===== config.mk =====
export PLATFORM = sky130hd
export DESIGN_NAME = rrsp_gen
export DESIGN_NICKNAME = d
export VERILOG_FILES = /design/src/rtl/rrsp_pkg.sv /design/src/rtl/rrsp_tracker.sv /design/src/rtl/rrsp_beat_ctr.sv /design/src/rtl/rrsp_state_mon.sv /design/src/rtl/rrsp_gen.sv
export SDC_FILE = /design/constraint.sdc
export NUM_CORES = 1
export LEC_CHECK = 0
export BUFFER_PORTS_ARGS = -buffer_cell sky130_fd_sc_hd__buf_4
export CAP_MARGIN = 20
export CELL_PAD_IN_SITES_DETAIL_PLACEMENT = 1
export CELL_PAD_IN_SITES_GLOBAL_PLACEMENT = 1
export CORE_AREA = 2 2 80 82
export CTS_CLUSTER_DIAMETER = 40
export DETAILED_ROUTE_END_ITERATION = 10
export DIE_AREA = 0 0 82 84
export PLACE_DENSITY = 0.76
export SLEW_MARGIN = 10
export SYNTH_ARGS = -nofsm -noshare
export SYNTH_HDL_FRONTEND = slang
export SYNTH_HIERARCHICAL = 1
export SYNTH_SLANG_ARGS = --single-unit

===== constraint.sdc =====
create_clock -name clk -period 2 [get_ports clk]
set_input_delay 0.6 -clock clk [delete_from_list [all_inputs] [get_ports clk]]
set_output_delay 0.6 -clock clk [all_outputs]
set_load 0.02 [all_outputs]

===== src/rtl/rrsp_pkg.sv =====
package rrsp_pkg;

  localparam int unsigned CST_W = 3;
  localparam int unsigned ID_W  = 6;

  typedef enum logic [CST_W-1:0] {
    CST_INVALID = 3'd0,
    CST_SHARED  = 3'd1,
    CST_DSHARED = 3'd2,
    CST_CEXCL   = 3'd3,
    CST_DEXCL   = 3'd4
  } cst_e;

  // Identifier layout: bit 5 response, bit 4 last, bit 3 error, bits 2:0 state
  typedef struct packed {
    logic             resp;
    logic             last;
    logic             err;
    logic [CST_W-1:0] cst;
  } rsp_id_t;

  function automatic logic cst_legal(input logic [CST_W-1:0] s);
    return (s == CST_SHARED) || (s == CST_DSHARED) ||
           (s == CST_CEXCL)  || (s == CST_DEXCL);
  endfunction

endpackage


===== src/rtl/rrsp_tracker.sv =====
// Holds the pending read, the write-forthcoming gate and the ordering check.
module rrsp_tracker (
  input  logic clk,
  input  logic rst_n,
  input  logic req_valid,
  input  logic req_block,
  input  logic req_coh,
  input  logic req_wforth,
  input  logic wr_accept,
  input  logic slave_mode,
  input  logic src_valid,
  input  logic done,
  output logic pend,
  output logic blk,
  output logic coh,
  output logic take_ok,
  output logic proto_err
);

  logic wf_q, wseen_q;
  logic pend_n, wseen_n;
  logic cap_en, bad_attempt;

  assign cap_en = req_valid && !pend && !done;

  always_comb begin
    pend_n = pend;
    if (done)        pend_n = 1'b0;
    else if (cap_en) pend_n = 1'b1;
  end

  always_comb begin
    wseen_n = wseen_q;
    if (done || cap_en)       wseen_n = 1'b0;
    else if (pend && wr_accept) wseen_n = 1'b1;
  end

  assign take_ok     = pend && slave_mode && (!wf_q || wseen_q);
  assign bad_attempt = src_valid && (!pend || (wf_q && !wseen_q));

  always_ff @(posedge clk or negedge rst_n) begin
    if (!rst_n) begin
      pend      <= 1'b0;
      wseen_q   <= 1'b0;
      proto_err <= 1'b0;
    end else begin
      pend      <= pend_n;
      wseen_q   <= wseen_n;
      proto_err <= bad_attempt;
    end
  end

  always_ff @(posedge clk or negedge rst_n) begin
    if (!rst_n) begin
      blk  <= 1'b0;
      coh  <= 1'b0;
      wf_q <= 1'b0;
    end else if (cap_en) begin
      blk  <= req_block;
      coh  <= req_coh;
      wf_q <= req_wforth;
    end
  end

endmodule


===== src/rtl/rrsp_beat_ctr.sv =====
// Counts beats handed off in the current response and marks the final one.
module rrsp_beat_ctr #(
  parameter int unsigned LINE_BEATS = 4
) (
  input  logic clk,
  input  logic rst_n,
  input  logic take,
  input  logic blk,
  output logic first,
  output logic last
);

  localparam int unsigned CNT_W = (LINE_BEATS > 1) ? $clog2(LINE_BEATS) : 1;
  localparam logic [CNT_W-1:0] CNT_END = CNT_W'(LINE_BEATS - 1);

  logic [CNT_W-1:0] cnt_q, cnt_n;

  assign first = (cnt_q == '0);
  assign last  = !blk || (cnt_q == CNT_END);

  always_comb begin
    cnt_n = cnt_q;
    if (take) begin
      if (last) cnt_n = '0;
      else      cnt_n = cnt_q + 1'b1;
    end
  end

  always_ff @(posedge clk or negedge rst_n) begin
    if (!rst_n)    cnt_q <= '0;
    else if (take) cnt_q <= cnt_n;
  end

endmodule


===== src/rtl/rrsp_state_mon.sv =====
// Checks that a coherent line keeps one legal cache state on every beat.
module rrsp_state_mon
  import rrsp_pkg::*;
(
  input  logic             clk,
  input  logic             rst_n,
  input  logic             take,
  input  logic             coh_blk,
  input  logic             first,
  input  logic [CST_W-1:0] st,
  output logic             state_err
);

  logic [CST_W-1:0] held_q;
  logic             bad;
  logic             hold_en;

  assign hold_en = take && first;
  assign bad = take && coh_blk &&
               (!cst_legal(st) || (!first && (st != held_q)));

  always_ff @(posedge clk or negedge rst_n) begin
    if (!rst_n)       held_q <= '0;
    else if (hold_en) held_q <= st;
  end

  always_ff @(posedge clk or negedge rst_n) begin
    if (!rst_n) state_err <= 1'b0;
    else        state_err <= bad;
  end

endmodule


===== src/rtl/rrsp_gen.sv =====
module rrsp_gen
  import rrsp_pkg::*;
#(
  parameter int unsigned DATA_W     = 32,
  parameter int unsigned LINE_BEATS = 4
) (
  input  logic              clk,
  input  logic              rst_n,
  input  logic              req_valid,
  input  logic              req_block,
  input  logic              req_coh,
  input  logic              req_wforth,
  input  logic              wr_accept,
  input  logic              slave_mode,
  input  logic              src_valid,
  input  logic [DATA_W-1:0] src_data,
  input  logic              src_err,
  input  logic [2:0]        src_state,
  output logic              src_ready,
  output logic              rsp_valid,
  output logic [5:0]        rsp_id,
  output logic [DATA_W-1:0] rsp_data,
  output logic              bus_drive,
  output logic              rd_pending,
  output logic              proto_err,
  output logic              state_err
);

  logic    pend, blk, coh, take_ok;
  logic    take, first, last, done;
  logic    drive_n;
  rsp_id_t id_n, id_q;

  rrsp_tracker u_trk (
    .clk        (clk),
    .rst_n      (rst_n),
    .req_valid  (req_valid),
    .req_block  (req_block),
    .req_coh    (req_coh),
    .req_wforth (req_wforth),
    .wr_accept  (wr_accept),
    .slave_mode (slave_mode),
    .src_valid  (src_valid),
    .done       (done),
    .pend       (pend),
    .blk        (blk),
    .coh        (coh),
    .take_ok    (take_ok),
    .proto_err  (proto_err)
  );

  assign take = src_valid && take_ok;
  assign done = take && last;

  rrsp_beat_ctr #(.LINE_BEATS(LINE_BEATS)) u_ctr (
    .clk   (clk),
    .rst_n (rst_n),
    .take  (take),
    .blk   (blk),
    .first (first),
    .last  (last)
  );

  rrsp_state_mon u_smon (
    .clk       (clk),
    .rst_n     (rst_n),
    .take      (take),
    .coh_blk   (coh && blk),
    .first     (first),
    .st        (src_state),
    .state_err (state_err)
  );

  always_comb begin
    id_n.resp = 1'b1;
    id_n.last = last;
    id_n.err  = src_err;
    id_n.cst  = (coh && blk) ? src_state : '0;
  end

  always_comb begin
    drive_n = bus_drive;
    if (take)                         drive_n = 1'b1;
    else if (rsp_valid && id_q.last)  drive_n = 1'b0;
  end

  always_ff @(posedge clk or negedge rst_n) begin
    if (!rst_n) begin
      rsp_valid <= 1'b0;
      bus_drive <= 1'b0;
    end else begin
      rsp_valid <= take;
      bus_drive <= drive_n;
    end
  end

  always_ff @(posedge clk or negedge rst_n) begin
    if (!rst_n) begin
      id_q     <= '0;
      rsp_data <= '0;
    end else if (take) begin
      id_q     <= id_n;
      rsp_data <= src_data;
    end
  end

  assign rsp_id     = id_q;
  assign src_ready  = take_ok;
  assign rd_pending = pend;

endmodule


**Yosys cells after proc, flatten, opt, wreduce, memory -nomap -nowiden**

Cells that the tools add are included.

- Register bits after elaboration: 52
- Latch bits: 0
- Memory bits (writable): 0
- Bits in read-only memories: 0
- Bits of input ports: 45
- Output and inout port bits: 44
- Logic and storage cells: 65
- Memories kept: 0

- Add/sub/neg operators: 1
- Multipliers: 0
- Div/mod/pow operators: 0
- Order comparisons: 0
- Equality and inequality tests: 6
- Shift operators: 0
- Multiplexer cells: 8
- Bitwise operators: 0
- Reductions and logical operators: 34

Operators by type and width:

| kind | count |
|---|---|
| $logic_and 1x1->1 | 15 |
| $logic_or 1x1->1 | 8 |
| $logic_not 1->1 | 7 |
| $eq 3x2->1 const B | 2 |
| $mux 1 | 6 |
| $reduce_bool 2->1 | 3 |
| $eq 3x1->1 const B | 1 |
| $eq 3x3->1 const B | 1 |
| $mux 3 | 1 |
| $ne 3x3->1 | 1 |
| $add 2x1->2 const B | 1 |
| $eq 2x2->1 const B | 1 |
| $logic_not 2->1 | 1 |
| $mux 2 | 1 |

**Longest topological paths before layout**

- Depth after elaboration: 9
- Gate-level depth with buffers: 7

**Hierarchy**

Netlist, hierarchy kept.

Modules (own cells, without submodules):

| module | times used | cells each | area each (um^2) | seq. area each (um^2) |
|---|---|---|---|---|
| rrsp_gen | 1 | 88 | 1639.1 | 1001.0 |
| rrsp_tracker | 1 | 18 | 246.5 | 150.1 |
| rrsp_state_mon | 1 | 16 | 195.2 | 100.1 |
| rrsp_beat_ctr | 1 | 11 | 128.9 | 50.0 |

**Worst setup path after synthesis**

OpenSTA, ideal clock, no wires.

- Path kind: input to register
- Start: input slave_mode
- End: register u_smon.held_q[1]
- Library setup time: 0.128 ns
- Data arrival time: 1.719 ns
- Path slack: 0.153 ns
- Stages: 6
- Path buffers: 1
- Cells stage by stage: and3_1 nand2_4 inv_6 buf_12 nand2_1 mux2_1

- Cells in the longest elaborated chain, start to end: 4

Ends and longest elaborated chain:

| item | RTL line | source |
|---|---|---|
| from (decl) | rrsp_gen.sv:14 | `input logic slave_mode,` |
| $logic_and 1x1->1 (2 in series) | rrsp_tracker.sv:38 | `assign take_ok = pend && slave_mode && (!wf_q \|\| wseen_q);` |
| $logic_and 1x1->1 | rrsp_gen.sv:52 | `assign take = src_valid && take_ok;` |
| $logic_and 1x1->1 | rrsp_state_mon.sv:18 | `assign hold_en = take && first;` |
| to (signal assigned) | rrsp_state_mon.sv:24 | `else if (hold_en) held_q <= st;` |
| to (decl) | rrsp_state_mon.sv:14 | `logic [CST_W-1:0] held_q;` |

No other way between the ends.
A chain may end at the register's enable or synchronous reset.

**Worst setup path after layout**

- Start: register u_trk.wseen_q
- End: output src_ready

- Cells in the longest elaborated chain, start to end: 2

Ends and longest elaborated chain:

| item | RTL line | source |
|---|---|---|
| from (decl) | rrsp_tracker.sv:20 | `logic wf_q, wseen_q;` |
| from (signal assigned) | rrsp_tracker.sv:48 | `wseen_q <= wseen_n;` |
| $logic_or 1x1->1 | rrsp_tracker.sv:38 |  |
| $logic_and 1x1->1 | rrsp_tracker.sv:38 |  |
| to (decl) | rrsp_gen.sv:19 | `output logic src_ready,` |

No other way between the ends.

==> run_results.csv <==
group,metric,value,unit
worst_setup_path,path_class,"register to output port",
final_layout,nFillCells,634,
job,cap_viol_max_count,0,
timing,worstMarginPinSlew,0.6510,ns
drt,drt_pre_antenna_iters,4,
final_layout,multi_input_area,832.0,um^2
timing,fin_crit,1.878,ns
power,seq_power_share,39.3,%
min_path,min_path_type,"input pin to asynchronous set/reset pin",
place,io_buffer_count,88,
power,powerDensity,1549,nW/um^2
clock_network,cts_setup_buffers,0,
global_routing,antenna_found_initial,0,
global_routing,grt_max_degree,53,
final_layout,drive_gt1_share,62.61,%
timing,grt_setup_unrepaired,"false",
global_routing,use_met3,4.113,%
global_routing,grt_pass1_wl,8286,um
timing,holdWs,0.2956,ns
floorplanning,start_util,36.25,%
global_routing,grt.met2_usage,26.16,%
floorplanning,die_area,6888,um^2
final_layout,num_antenna_cells,0,
worst_setup_path,arrival,1.28,ns
synth,syn_inst,133,
timing,final.setup.tns,0,ns
synth,avgSynthCellArea,16.61,um^2
clock_network,cts_resized,0,
drt,drt-total-wl,5166,um
power,p_clk_share,12.8,%
drt,wl_per_cell,16.83,um
power,p_int,3003,uW
clock_network,worstSkewPairLatency,0.31,ns
floorplanning,die_x,82,um
timing,fmaxAchievable,532.5,MHz
place,placedInstanceArea,2962,um^2
final_layout,stdcell_area,3050,um^2
final_layout,register_area,1301,um^2
timing,final-setup-viol-count,0,
synth,syn-num-nets,180,
timing,maxSlewHeadroom,56.60,%
timing,skew,0.01325,ns
global_routing,busiest_layer,"met2",
worst_setup_path,critPathCaptureType,"output port",
worst_setup_path,r2r_setup_slack,0.27,ns
global_routing,grt_pass1_vias,1562,
final_layout,final_cell_mix,"buf_4, dfrtp_1, mux2_4, mux2_2",
timing,hold_viol,0,
drt,drc_errors,0,
final_layout,final_common_cell,"buf_4",
power,switchingPower,1723,uW
power,switching_share,36.46,%
floorplanning,fp-row-count,29,
timing,fin_crit_sh,93.90,%
drt,detail-route-antenna-nets,0,
clock_network,cts_tree,"built",
floorplanning,core-area,6096,um^2
place,place_hpwl,3927,um
synth,ys_seq_elements,52,
clock_network,htree_levels,2,
power,leakagePower,0.001487,uW
synth,synth_area,2210,um^2
drt,vias_per_cell,4.664,
drt,drtIter0Drc,47,
worst_setup_path,cp-start-kind,"register",
power,ir_drop,0.7330,mV
synth,yosysWarnings,6,
clock_network,postCtsHoldBufs,0,
clock_network,cts_root_buf,"clkbuf_8",
synth,synth_seq_area_share,58.89,%
clock_network,clock-sinks,52,
timing,drv_slew,0,
worst_setup_path,slowest_delay,0.40,ns
floorplanning,num_io_pins,89,
worst_setup_path,cp_cell_sequence,"nand2b_1 > and3_1 > buf_4",
global_routing,use_met1,20.49,%
power,combinationalPowerShare,47.9,%
clock_network,clk_pin_slew,0.10,ns
synth,ys_types,30,
global_routing,grt_usage,15.86,%
clock_network,clk_path_buf_depth,2,
worst_setup_path,crit_slowest_cell,"dfrtp_1",
status,status,"complete, no violations",
clock_network,cts-buffers-inserted,5,
place,place.gp.congestion,0.6761,
worst_setup_path,crit_fanout,4,
final_layout,areaGrowthSynthToFinish,38.05,%
floorplanning,die_h,84,um
final_layout,finalNetCount,276,
worst_setup_path,cp_data_required_time,1.40,ns
drt,vias,1432,
global_routing,gr-total-overflow,0,
-- worst paths after layout --
kind                       cells past startpoint            to           from
setup / recovery                               3     src_ready  u_trk/wseen_q
hold / removal                                 1  rsp_data[12]          rst_n
setup reg to reg                               5     u_trk/coh  u_trk/wseen_q
hold reg to reg                                1     rsp_id[5]      rsp_id[5]
max in group asynchronous                      1    u_trk/pend          rst_n
min in group clk                               1     rsp_id[5]      rsp_id[5]
-- worst max-delay path: cells and delay by family (launching register included) --
family                 cells  cell delay (ns)
flip-flops                 1             0.40
AND/OR/NAND/NOR            2             0.40
buffers and inverters      1             0.18
-- cell usage after synthesis --
| cell | n | area share (%) |
|---|---|---|
| and3_2 | 1 | 0.34 |
| and4_2 | 1 | 0.45 |
| nand2b_1 | 2 | 0.57 |
| dfrtp_1 | 52 | 59 |
| mux2_4 | 28 | 19 |
| and2_1 | 1 | 0.28 |
| nand2_1 | 3 | 0.51 |
| o311a_1 | 1 | 0.45 |
| mux2_2 | 6 | 3.1 |
| o22ai_2 | 1 | 0.57 |
| nor2_1 | 4 | 0.68 |
| nand2b_4 | 1 | 0.62 |
| a21o_1 | 1 | 0.34 |
| buf_12 | 3 | 2.7 |
| xor2_1 | 1 | 0.40 |
| inv_6 | 1 | 0.40 |
| and3_1 | 1 | 0.28 |
| nand4bb_1 | 1 | 0.51 |
| nand2_4 | 1 | 0.51 |
| xnor2_1 | 3 | 1.2 |
| o21ai_0 | 2 | 0.45 |
| a22o_2 | 3 | 1.4 |
| mux2_1 | 5 | 2.5 |
| a21o_2 | 1 | 0.40 |
| a21boi_0 | 1 | 0.34 |
| ha_1 | 2 | 1.1 |
| inv_1 | 2 | 0.34 |
| nor3b_4 | 1 | 0.85 |
| or2b_1 | 1 | 0.34 |
| a21oi_1 | 2 | 0.45 |
-- cells by family (layout without fill, tap and decap cells) --
| family | count (synthesis) | in the layout | synth area share (%) |
|---|---|---|---|
| AND/OR/NAND/NOR | 18 | 18 | 5.946 |
| buffers and inverters | 6 | 103 | 3.454 |
| flip-flops | 52 | 52 | 58.89 |
| AO/OA/AOI/OAI | 12 | 12 | 4.360 |
| XOR/XNOR | 4 | 4 | 1.586 |
| adder cells (fa/ha/maj) | 2 | 2 | 1.132 |
| multiplexers | 39 | 39 | 24.63 |
-- sequential cells by signal, summed over array words and instances, names as in the netlist --
name,count
u_trk/wseen_q,1
rsp_id,6
u_ctr/cnt_q,2
u_smon/held_q,3
u_trk/pend,1
u_trk/blk,1
u_trk/coh,1
u_smon/state_err,1
u_trk/wf_q,1
rsp_data,32
bus_drive,1
rsp_valid,1
u_trk/proto_err,1
-- power by group through the flow --
stage | registers, uW | clock network [uW] | logic, uW
3_3_place_gp | 1850 | 0 | 2240
2_1_floorplan | 2320 | 0 | 877
6_report | 1860 | 604 | 2260
5_1_grt | 1930 | 671 | 2410
4_1_cts | 1860 | 626 | 2300
3_5_place_dp | 1880 | 0 | 2290
-- stage by stage --
stage	setup WS, ns	total power, uW	util (%)	std cells
5_1_grt	0.04543	5016	50.04	307
6_report	0.1221	4726	50.04	307
2_1_floorplan	0.1532	3196	-	133
3_5_place_dp	0.1531	4170	48.58	299
3_3_place_gp	0.1685	4086	48.58	299
4_1_cts	0.1040	4785	50.04	307
-- final cells by class --
cell class / count / area share (%)
Timing Repair Buffer: 92 / 23.46
Clock buffer: 6 / 2.379
Sequential cell: 52 / 42.66
Clock inverter: 2 / 0.5332
Multi-Input combinational cell: 75 / 27.28
Inverter: 3 / 0.5332
Tap cell: 77 / 3.158
-- per-layer routing --
metal | wire, um | share of wire, % | up-vias
met5 | 0 | 0 | -
met4 | 65 | 1.3 | 0
met3 | 358 | 6.9 | 6
met2 | 2471 | 48 | 57
met1 | 2269 | 44 | 710
li1 | - | - | 659
(Power assumes the default switching activity.)
